**src/rtl/adc_if_pkg.sv**
```systemverilog
package adc_if_pkg;
    typedef enum logic [1:0] {
        ST_CMD  = 2'd0,
        ST_WR   = 2'd1,
        ST_RD   = 2'd2,
        ST_CONT = 2'd3
    } if_state_t;

    localparam logic [1:0] RS_STAT = 2'b00;
    localparam logic [1:0] RS_MODE = 2'b01;
    localparam logic [1:0] RS_RSVD = 2'b10;
    localparam logic [1:0] RS_DATA = 2'b11;
endpackage

```
**src/rtl/adc_pin_sync.sv**
```systemverilog
module adc_pin_sync (
    input  logic clk,
    input  logic rst_n,
    input  logic cs_n,
    input  logic sclk,
    input  logic din,
    output logic cs_act,
    output logic din_s,
    output logic bit_rise
);
    logic sclk_m, sclk_s, sclk_p;
    logic cs_m, cs_s;
    logic din_m;

    always_ff @(posedge clk or negedge rst_n) begin
        if (!rst_n) begin
            sclk_m <= 1'b0;
            sclk_s <= 1'b0;
            sclk_p <= 1'b0;
            cs_m   <= 1'b1;
            cs_s   <= 1'b1;
            din_m  <= 1'b0;
            din_s  <= 1'b0;
        end else begin
            sclk_m <= sclk;
            sclk_s <= sclk_m;
            sclk_p <= sclk_s;
            cs_m   <= cs_n;
            cs_s   <= cs_m;
            din_m  <= din;
            din_s  <= din_m;
        end
    end

    assign cs_act   = ~cs_s;
    assign bit_rise = sclk_s & ~sclk_p & ~cs_s;
endmodule

```
**src/rtl/adc_run_detect.sv**
```systemverilog
module adc_run_detect #(
    parameter int RUN_LEN = 32
) (
    input  logic clk,
    input  logic rst_n,
    input  logic stb,
    input  logic bit_val,
    output logic fire_q
);
    localparam int CW = $clog2(RUN_LEN + 1);
    localparam logic [CW-1:0] CNT_TOP = CW'(RUN_LEN - 1);

    logic [CW-1:0] cnt_q;

    always_ff @(posedge clk or negedge rst_n) begin
        if (!rst_n) begin
            cnt_q  <= '0;
            fire_q <= 1'b0;
        end else begin
            fire_q <= 1'b0;
            if (stb) begin
                if (!bit_val) begin
                    cnt_q <= '0;
                end else if (cnt_q == CNT_TOP) begin
                    cnt_q  <= '0;
                    fire_q <= 1'b1;
                end else begin
                    cnt_q <= cnt_q + 1'b1;
                end
            end
        end
    end


    run_bound_chk: assert property (@(posedge clk) disable iff (!rst_n)
        cnt_q < CW'(RUN_LEN));


    fire_clears_chk: assert property (@(posedge clk) disable iff (!rst_n)
        fire_q |-> (cnt_q == '0));
endmodule

```
**src/rtl/adc_result_latch.sv**
```systemverilog
module adc_result_latch #(
    parameter int DATA_W = 24
) (
    input  logic              clk,
    input  logic              rst_n,
    input  logic              srst,
    input  logic              conv_done,
    input  logic [DATA_W-1:0] conv_result,
    input  logic              hold,
    input  logic              read_done,
    output logic [DATA_W-1:0] data_q,
    output logic              rdy_n
);
    logic [DATA_W-1:0] pend_q;
    logic              pend_v;

    always_ff @(posedge clk or negedge rst_n) begin
        if (!rst_n) begin
            data_q <= '0;
            pend_q <= '0;
            pend_v <= 1'b0;
            rdy_n  <= 1'b1;
        end else if (srst) begin
            data_q <= '0;
            pend_q <= '0;
            pend_v <= 1'b0;
            rdy_n  <= 1'b1;
        end else if (conv_done && !hold) begin
            data_q <= conv_result;
            pend_v <= 1'b0;
            rdy_n  <= 1'b0;
        end else if (conv_done) begin
            pend_q <= conv_result;
            pend_v <= 1'b1;
            if (read_done) rdy_n <= 1'b1;
        end else if (pend_v && !hold) begin
            data_q <= pend_q;
            pend_v <= 1'b0;
            rdy_n  <= 1'b0;
        end else if (read_done) begin
            rdy_n <= 1'b1;
        end
    end


    new_result_ready_chk: assert property (@(posedge clk) disable iff (!rst_n)
        (conv_done && !hold && !srst) |=> !rdy_n);


    held_word_chk: assert property (@(posedge clk) disable iff (!rst_n)
        (hold && !srst) |=> $stable(data_q));
endmodule

```
**src/rtl/adc_serial_ctrl.sv**
```systemverilog
module adc_serial_ctrl
    import adc_if_pkg::*;
#(
    parameter int DATA_W  = 24,
    parameter int RUN_LEN = 32
) (
    input  logic              clk,
    input  logic              rst_n,
    input  logic              cs_n,
    input  logic              sclk,
    input  logic              din,
    output logic              dout,
    output logic              dout_oe,
    input  logic              conv_done,
    input  logic [DATA_W-1:0] conv_result,
    output logic [7:0]        mode_cfg,
    output logic [1:0]        chan_sel,
    output logic              chan_restart
);
    localparam int CNT_W = $clog2(DATA_W);
    localparam logic [CNT_W-1:0] LAST_BYTE = CNT_W'(7);
    localparam logic [CNT_W-1:0] LAST_WORD = CNT_W'(DATA_W - 1);
    localparam logic WIDE = (DATA_W > 16);
    localparam int PAD_W = DATA_W - 8;

    logic cs_act, din_s, bit_rise, srst;
    logic [DATA_W-1:0] data_q;
    logic rdy_n, hold, read_done;

    if_state_t         state_q, state_d;
    logic [CNT_W-1:0]  bit_cnt_q, last_q;
    logic [1:0]        sel_q, chan_q;
    logic [6:0]        cmd_sh_q;
    logic [DATA_W-1:0] shift_q;
    logic              live_q, restart_q;
    logic [7:0]        mode_q;

    logic [7:0] byte_in, status_b;
    logic       at_last, cont_enter, cont_exit;
    logic [DATA_W-1:0] load_val;

    adc_pin_sync u_sync (
        .clk(clk), .rst_n(rst_n), .cs_n(cs_n), .sclk(sclk), .din(din),
        .cs_act(cs_act), .din_s(din_s), .bit_rise(bit_rise)
    );

    adc_run_detect #(.RUN_LEN(RUN_LEN)) u_run (
        .clk(clk), .rst_n(rst_n), .stb(bit_rise), .bit_val(din_s), .fire_q(srst)
    );

    adc_result_latch #(.DATA_W(DATA_W)) u_res (
        .clk(clk), .rst_n(rst_n), .srst(srst), .conv_done(conv_done),
        .conv_result(conv_result), .hold(hold), .read_done(read_done),
        .data_q(data_q), .rdy_n(rdy_n)
    );

    assign byte_in    = {cmd_sh_q, din_s};
    assign status_b   = {rdy_n, 3'b000, WIDE, 1'b0, chan_q};
    assign at_last    = (bit_cnt_q == last_q);
    assign cont_enter = byte_in[3] && (byte_in[5:4] == RS_DATA) && byte_in[2];
    assign cont_exit  = (state_q == ST_CONT) && live_q && bit_rise &&
                        (bit_cnt_q == LAST_BYTE) && (byte_in[7:2] == 6'b001110);
    assign hold       = ((state_q == ST_RD) && (sel_q == RS_DATA)) ||
                        ((state_q == ST_CONT) && live_q);
    assign read_done  = bit_rise && !cont_exit &&
                        (((state_q == ST_RD) && (sel_q == RS_DATA) && at_last) ||
                         ((state_q == ST_CONT) && live_q && (bit_cnt_q == LAST_WORD)));

    always_comb begin
        unique case (byte_in[5:4])
            RS_STAT: load_val = {status_b, {PAD_W{1'b0}}};
            RS_MODE: load_val = {mode_q, {PAD_W{1'b0}}};
            RS_RSVD: load_val = '0;
            default: load_val = data_q;
        endcase
    end

    always_comb begin
        state_d = state_q;
        unique case (state_q)
            ST_CMD: begin
                if (bit_rise && bit_cnt_q == LAST_BYTE) begin
                    if (cont_enter)                  state_d = ST_CONT;
                    else if (byte_in[3])             state_d = ST_RD;
                    else if (byte_in[5:4] != RS_STAT) state_d = ST_WR;
                end
            end
            ST_WR, ST_RD: begin
                if (!cs_act || (bit_rise && at_last)) state_d = ST_CMD;
            end
            ST_CONT: begin
                if (cont_exit) state_d = ST_CMD;
            end
            default: state_d = ST_CMD;
        endcase
        if (srst) state_d = ST_CMD;
    end

    always_ff @(posedge clk or negedge rst_n) begin
        if (!rst_n) state_q <= ST_CMD;
        else        state_q <= state_d;
    end

    always_ff @(posedge clk or negedge rst_n) begin
        if (!rst_n) begin
            bit_cnt_q <= '0;
            last_q    <= LAST_BYTE;
            sel_q     <= RS_STAT;
            chan_q    <= 2'b00;
            cmd_sh_q  <= '0;
            shift_q   <= '0;
            live_q    <= 1'b0;
            restart_q <= 1'b0;
            mode_q    <= 8'h00;
        end else if (srst) begin
            bit_cnt_q <= '0;
            last_q    <= LAST_BYTE;
            sel_q     <= RS_STAT;
            chan_q    <= 2'b00;
            cmd_sh_q  <= '0;
            shift_q   <= '0;
            live_q    <= 1'b0;
            restart_q <= 1'b0;
            mode_q    <= 8'h00;
        end else begin
            restart_q <= 1'b0;
            if (!cs_act) begin
                bit_cnt_q <= '0;
                live_q    <= 1'b0;
            end else begin
                unique case (state_q)
                    ST_CMD: begin
                        if (bit_rise && !(bit_cnt_q == '0 && din_s)) begin
                            if (bit_cnt_q == LAST_BYTE) begin
                                bit_cnt_q <= '0;
                                chan_q    <= byte_in[1:0];
                                restart_q <= (byte_in[1:0] != chan_q);
                                sel_q     <= byte_in[5:4];
                                last_q    <= (byte_in[3] && byte_in[5:4] == RS_DATA) ?
                                             LAST_WORD : LAST_BYTE;
                                if (byte_in[3] && !cont_enter) begin
                                    shift_q <= load_val;
                                    live_q  <= 1'b1;
                                end
                            end else begin
                                cmd_sh_q  <= {cmd_sh_q[5:0], din_s};
                                bit_cnt_q <= bit_cnt_q + 1'b1;
                            end
                        end
                    end
                    ST_WR: begin
                        if (bit_rise) begin
                            if (at_last) begin
                                bit_cnt_q <= '0;
                                if (sel_q == RS_MODE) mode_q <= byte_in;
                            end else begin
                                cmd_sh_q  <= {cmd_sh_q[5:0], din_s};
                                bit_cnt_q <= bit_cnt_q + 1'b1;
                            end
                        end
                    end
                    ST_RD: begin
                        if (bit_rise) begin
                            shift_q <= shift_q << 1;
                            if (at_last) begin
                                bit_cnt_q <= '0;
                                live_q    <= 1'b0;
                            end else begin
                                bit_cnt_q <= bit_cnt_q + 1'b1;
                            end
                        end
                    end
                    ST_CONT: begin
                        if (live_q && bit_rise) begin
                            shift_q  <= shift_q << 1;
                            cmd_sh_q <= {cmd_sh_q[5:0], din_s};
                            if (cont_exit || bit_cnt_q == LAST_WORD) begin
                                bit_cnt_q <= '0;
                                live_q    <= 1'b0;
                            end else begin
                                bit_cnt_q <= bit_cnt_q + 1'b1;
                            end
                        end else if (!live_q && !rdy_n) begin
                            shift_q <= data_q;
                            live_q  <= 1'b1;
                        end
                    end
                    default: ;
                endcase
            end
        end
    end

    assign dout         = live_q ? shift_q[DATA_W-1] : rdy_n;
    assign dout_oe      = cs_act;
    assign mode_cfg     = mode_q;
    assign chan_sel     = chan_q;
    assign chan_restart = restart_q;


    abort_clears_chk: assert property (@(posedge clk) disable iff (!rst_n)
        !cs_act |=> (bit_cnt_q == '0));


    live_only_reading_chk: assert property (@(posedge clk) disable iff (!rst_n)
        live_q |-> (state_q == ST_RD || state_q == ST_CONT));


    restart_on_change_chk: assert property (@(posedge clk) disable iff (!rst_n)
        chan_restart |-> (chan_q != $past(chan_q)));


    exit_needs_ready_chk: assert property (@(posedge clk) disable iff (!rst_n)
        cont_exit |-> !rdy_n);
endmodule

```
**config.mk**
```make
export PLATFORM = sky130hd
export DESIGN_NAME = adc_serial_ctrl
export DESIGN_NICKNAME = d
export VERILOG_FILES = /design/src/rtl/adc_if_pkg.sv /design/src/rtl/adc_pin_sync.sv /design/src/rtl/adc_run_detect.sv /design/src/rtl/adc_result_latch.sv /design/src/rtl/adc_serial_ctrl.sv
export SDC_FILE = /design/constraint.sdc
export NUM_CORES = 1
export LEC_CHECK = 0
export BUFFER_PORTS_ARGS = -buffer_cell sky130_fd_sc_hd__buf_4
export CORE_ASPECT_RATIO = 1.25
export CORE_MARGIN = 2
export CORE_UTILIZATION = 30
export DETAILED_ROUTE_END_ITERATION = 7
export GPL_TIMING_DRIVEN = 1
export PLACE_DENSITY = 0.47
export SYNTH_ARGS = -nofsm -noshare
export SYNTH_HDL_FRONTEND = slang
export SYNTH_SLANG_ARGS = --single-unit
```
**constraint.sdc**
```tcl
create_clock -name clk -period 3.42 [get_ports clk]
set_clock_uncertainty 0.1 [all_clocks]
set_input_delay 0 -clock clk [delete_from_list [all_inputs] [get_ports clk]]
set_output_delay 0 -clock clk [all_outputs]
set_load 0.005 [all_outputs]
```
==> impl_results.md <==
* Commonest non-fill, non-tap cells in the layout: dfrtp_1, mux2i_1, buf_4
* Flop-to-flop setup slack at 920 ps
* Seq. cell area at a little under 3000 um2
* Hold Crit Class: primary input to register
* Die area at between 15000 and 20000 um2
* # resized after CTS at 0
* DIE HEIGHT at around 160 um
* Largest net degree at the start of global routing at 78
* WHS Path Cells at 3
* Unique masters post-synth at between 50 and 60
* Synth warn at 0
* Cell Int Power at roughly 2.7 mW
* Setup CP Type: register to register
* Finish-stage setup viols at 0
* Switching power of the nets at slightly below 1 mW
* Syn nets at approximately 560
* Startpoint types: register
* Top-level I/O count at 43
* CP max FO at 15
* Area post-placement at slightly above 6000 um2
* CTS clk-pin slew, worst paths at ~50 ps
* Synth-to-layout area growth at 24.8%
* Share of the synthesized area in the top cell type at 0.512
* Util after Layout at 0.383
* Max IR drop VDD at 0.336 mV
* Pre-antenna DRT Iters at 4
* Achievable clock frequency at ~0.40 GHz
* Worst EP required at 3650 ps
* Share of cells above drive strength 1 at 0.170
* Post-Syn Instances at about 520
* Nets at 624
* Global-route wire length before repair at 23.2 mm
* CTS tree: built
* RSZ-0062 raised after global routing: no
* Cell area power density at between 500 and 600 nW/um2
* Synth Register Bits at around 120
* Netlist Area Pre-Place at approximately 5600 um2
* Clock latency at the later pin of the worst-skew pair at roughly 420 ps
* Commonest non-fill, non-tap cell in the layout: dfrtp_1
* Min Tclk post-route at approximately 2500 ps
* Fin Setup TNS at 0 ps
* CTS sink cnt at 117
* Hold Vio Cnt, Final at 0
* Setup WS post-layout at approximately 900 ps
* Post-Layout Inst Area at slightly below 7000 um2
* Area leader, netlist: dfrtp_1
* Met3 wire length at roughly 500 um
* R2R depth at 7
* Antenna violations before repair at 0
* Number of global-route vias before repair at between 4000 and 5000
* Starting Density at 0.307
* N_diodes at 0
* Drt via density at 5.17
* GRT Total Usage at 0.149
* Status: completed
* Number of clock buffers inserted by TritonCTS at 17
* Met2 routed WL at approximately 7.0 mm
* Clock tree buffer depth at 2
* FFs w/ async S/R, synth at 1.00
* Pins over their slew limit at 0
* Vias at around 4300
* Number of nets still failing antenna checks after routing at 0
* Detailed Route Iter0 Violations at about 250
* Gr ovfl total at 0
* Max-slew headroom at 0.321
* Worst setup EP type: register
* I/O Buffers at 42
* Lkg Pwr at 3.26 nW
* DRT met1 WL at about 6.1 mm
* Site Rows at between 50 and 60
* Sw frac at 0.265
* CORE AREA at between 15000 and 20000 um2
* Number of enable flip-flop cells after synthesis at 0
* RR Endpoint: shift_q[11]
* Clock Power Share at 0.466
* Area occupied by multi-input gates at around 2500 um2
* Dpl ws at between 900 and 1000 ps
* Layout fillers at about 1800
* Register share of total power at 0.410
* Least-Margin Pin Slew at approximately 1000 ps
* Max Cap Viol at 0
* Worst hold endpoint: u_res.data_q[7]
* Drt wl/cell at ~17 um
* Root Buffer: clkbuf_16
* Period utilization at 0.732
* Comb power frac at 0.124
* Final Wtd Congestion at 0.839
* Worst r2r src: bit_cnt_q[1]
* Final WL at around 14 mm
* Crit path arrival time at around 2700 ps
* Synth area leaders: dfrtp_1, mux2i_1, a22o_1
* Main synth FF type: dfrtp_1
* HPWL after detailed placement at slightly above 9 mm
* Mean Syn Cell Area at approximately 11 um2
* Min-delay src: conv_done
* Post-synthesis sequential area ratio at 0.526
* DR top layer: met4
* Die W at 126 um
* Minimum hold slack at 58.0 ps
* H-tree Lvls at 4
* DRC violations left at 0
final cells by class:
type / count / share of cell area
sequential: 117 / 0.421
inverter: 12 / 0.00647
timing repair buffer: 78 / 0.0960
multi-input combinational: 360 / 0.352
tap: 228 / 0.0410
clock inverter: 12 / 0.0185
clock buffer: 20 / 0.0642
power groups by stage:
stage	Clock, mW	Combinational (mW)	Sequential [mW]
3_5_place_dp	0	0.441	1.55
3_3_place_gp	0	0.431	1.55
2_1_floorplan	0	0.324	1.50
4_1_cts	1.79	0.470	1.53
5_1_grt	1.85	0.514	1.54
6_report	1.74	0.461	1.53
cell usage after synthesis (2+ instances only):
cell and instances:
buf_6 2, ha_1 8, inv_1 12, xnor2_1 3, a21oi_1 21, a211oi_1 6, o21ai_0 38, o211ai_1 2
a21o_1 6, nor3_1 2, o21a_1 2, nand4b_1 2, or3_1 3, a22o_1 28, clkbuf_1 29, dfrtp_1 114
nand2b_1 6, a22oi_1 16, buf_2 4, and3_1 2, mux2i_1 49, o2bb2ai_1 16, dfstp_2 3, nor2b_1 2
mux2_2 6, nand4_1 2, nand3_1 15, a31oi_1 8, a221oi_1 3, or2_2 4, nand2_1 47, o22ai_1 2
nor2_1 43
worst max-delay path: stages (launching register included):
cell	delay, ps
dfrtp_1	390
ha_1	290
and4bb_1	350
nor4b_2	250
o21ai_1	210
nor2_2	210
nand2_1	350
o2bb2ai_1	260
registers in the layout (all words and copies together) (netlist names), 2 cells and up:
register / count
state_q: 2
bit_cnt_q: 5
chan_sel: 2
cmd_sh_q: 7
u_res.data_q: 24
u_res.pend_q: 24
sel_q: 2
mode_cfg: 8
u_run.cnt_q: 6
shift_q: 24
stage by stage:
stage	std cells	power (mW)
after floorplan	524	1.83
after global placement	767	1.98
after detailed placement	767	1.99
after CTS	827	3.78
after global routing	827	3.90
final	827	3.73
routing by layer:
metal / up-vias / track usage
met5: - / 0
met4: 0 / 0.0686
met3: 16 / 0.0321
met2: 81 / 0.248
met1: 2137 / 0.184
li1: 2038 / -
cells by family (layout without fill, tap and decap cells):
group                      Yosys count  count (layout)  synth area share
and+or+nand+nor                    139             139             0.123
xor gates and xnor gates             3               3           0.00471
AOI/OAI and AO/OA                  155             155             0.193
buffers and inverters               47             122            0.0352
muxes                               55              55             0.100
adders and majority gates            8               8            0.0180
DFF                                117             117             0.526
timing repair:
item,4_1_cts,5_1_grt
hold endpoints to repair,125,0
buffers inserted,0,0
hold buffers,28,0
worst max-delay path by stage:
stage	startpoint	end	slack, ps	depth (start not counted)
2_1_floorplan	bit_cnt_q[0]	cmd_sh_q[3]	1290	7
3_3_place_gp	cmd_sh_q[3]	shift_q[7]	940	6
3_5_place_dp	cmd_sh_q[3]	shift_q[5]	910	6
4_1_cts	bit_cnt_q[1]	shift_q[9]	870	7
5_1_grt	bit_cnt_q[0]	shift_q[7]	630	7
6_report	bit_cnt_q[1]	shift_q[11]	920	7
(Power assumes the default switching activity.)
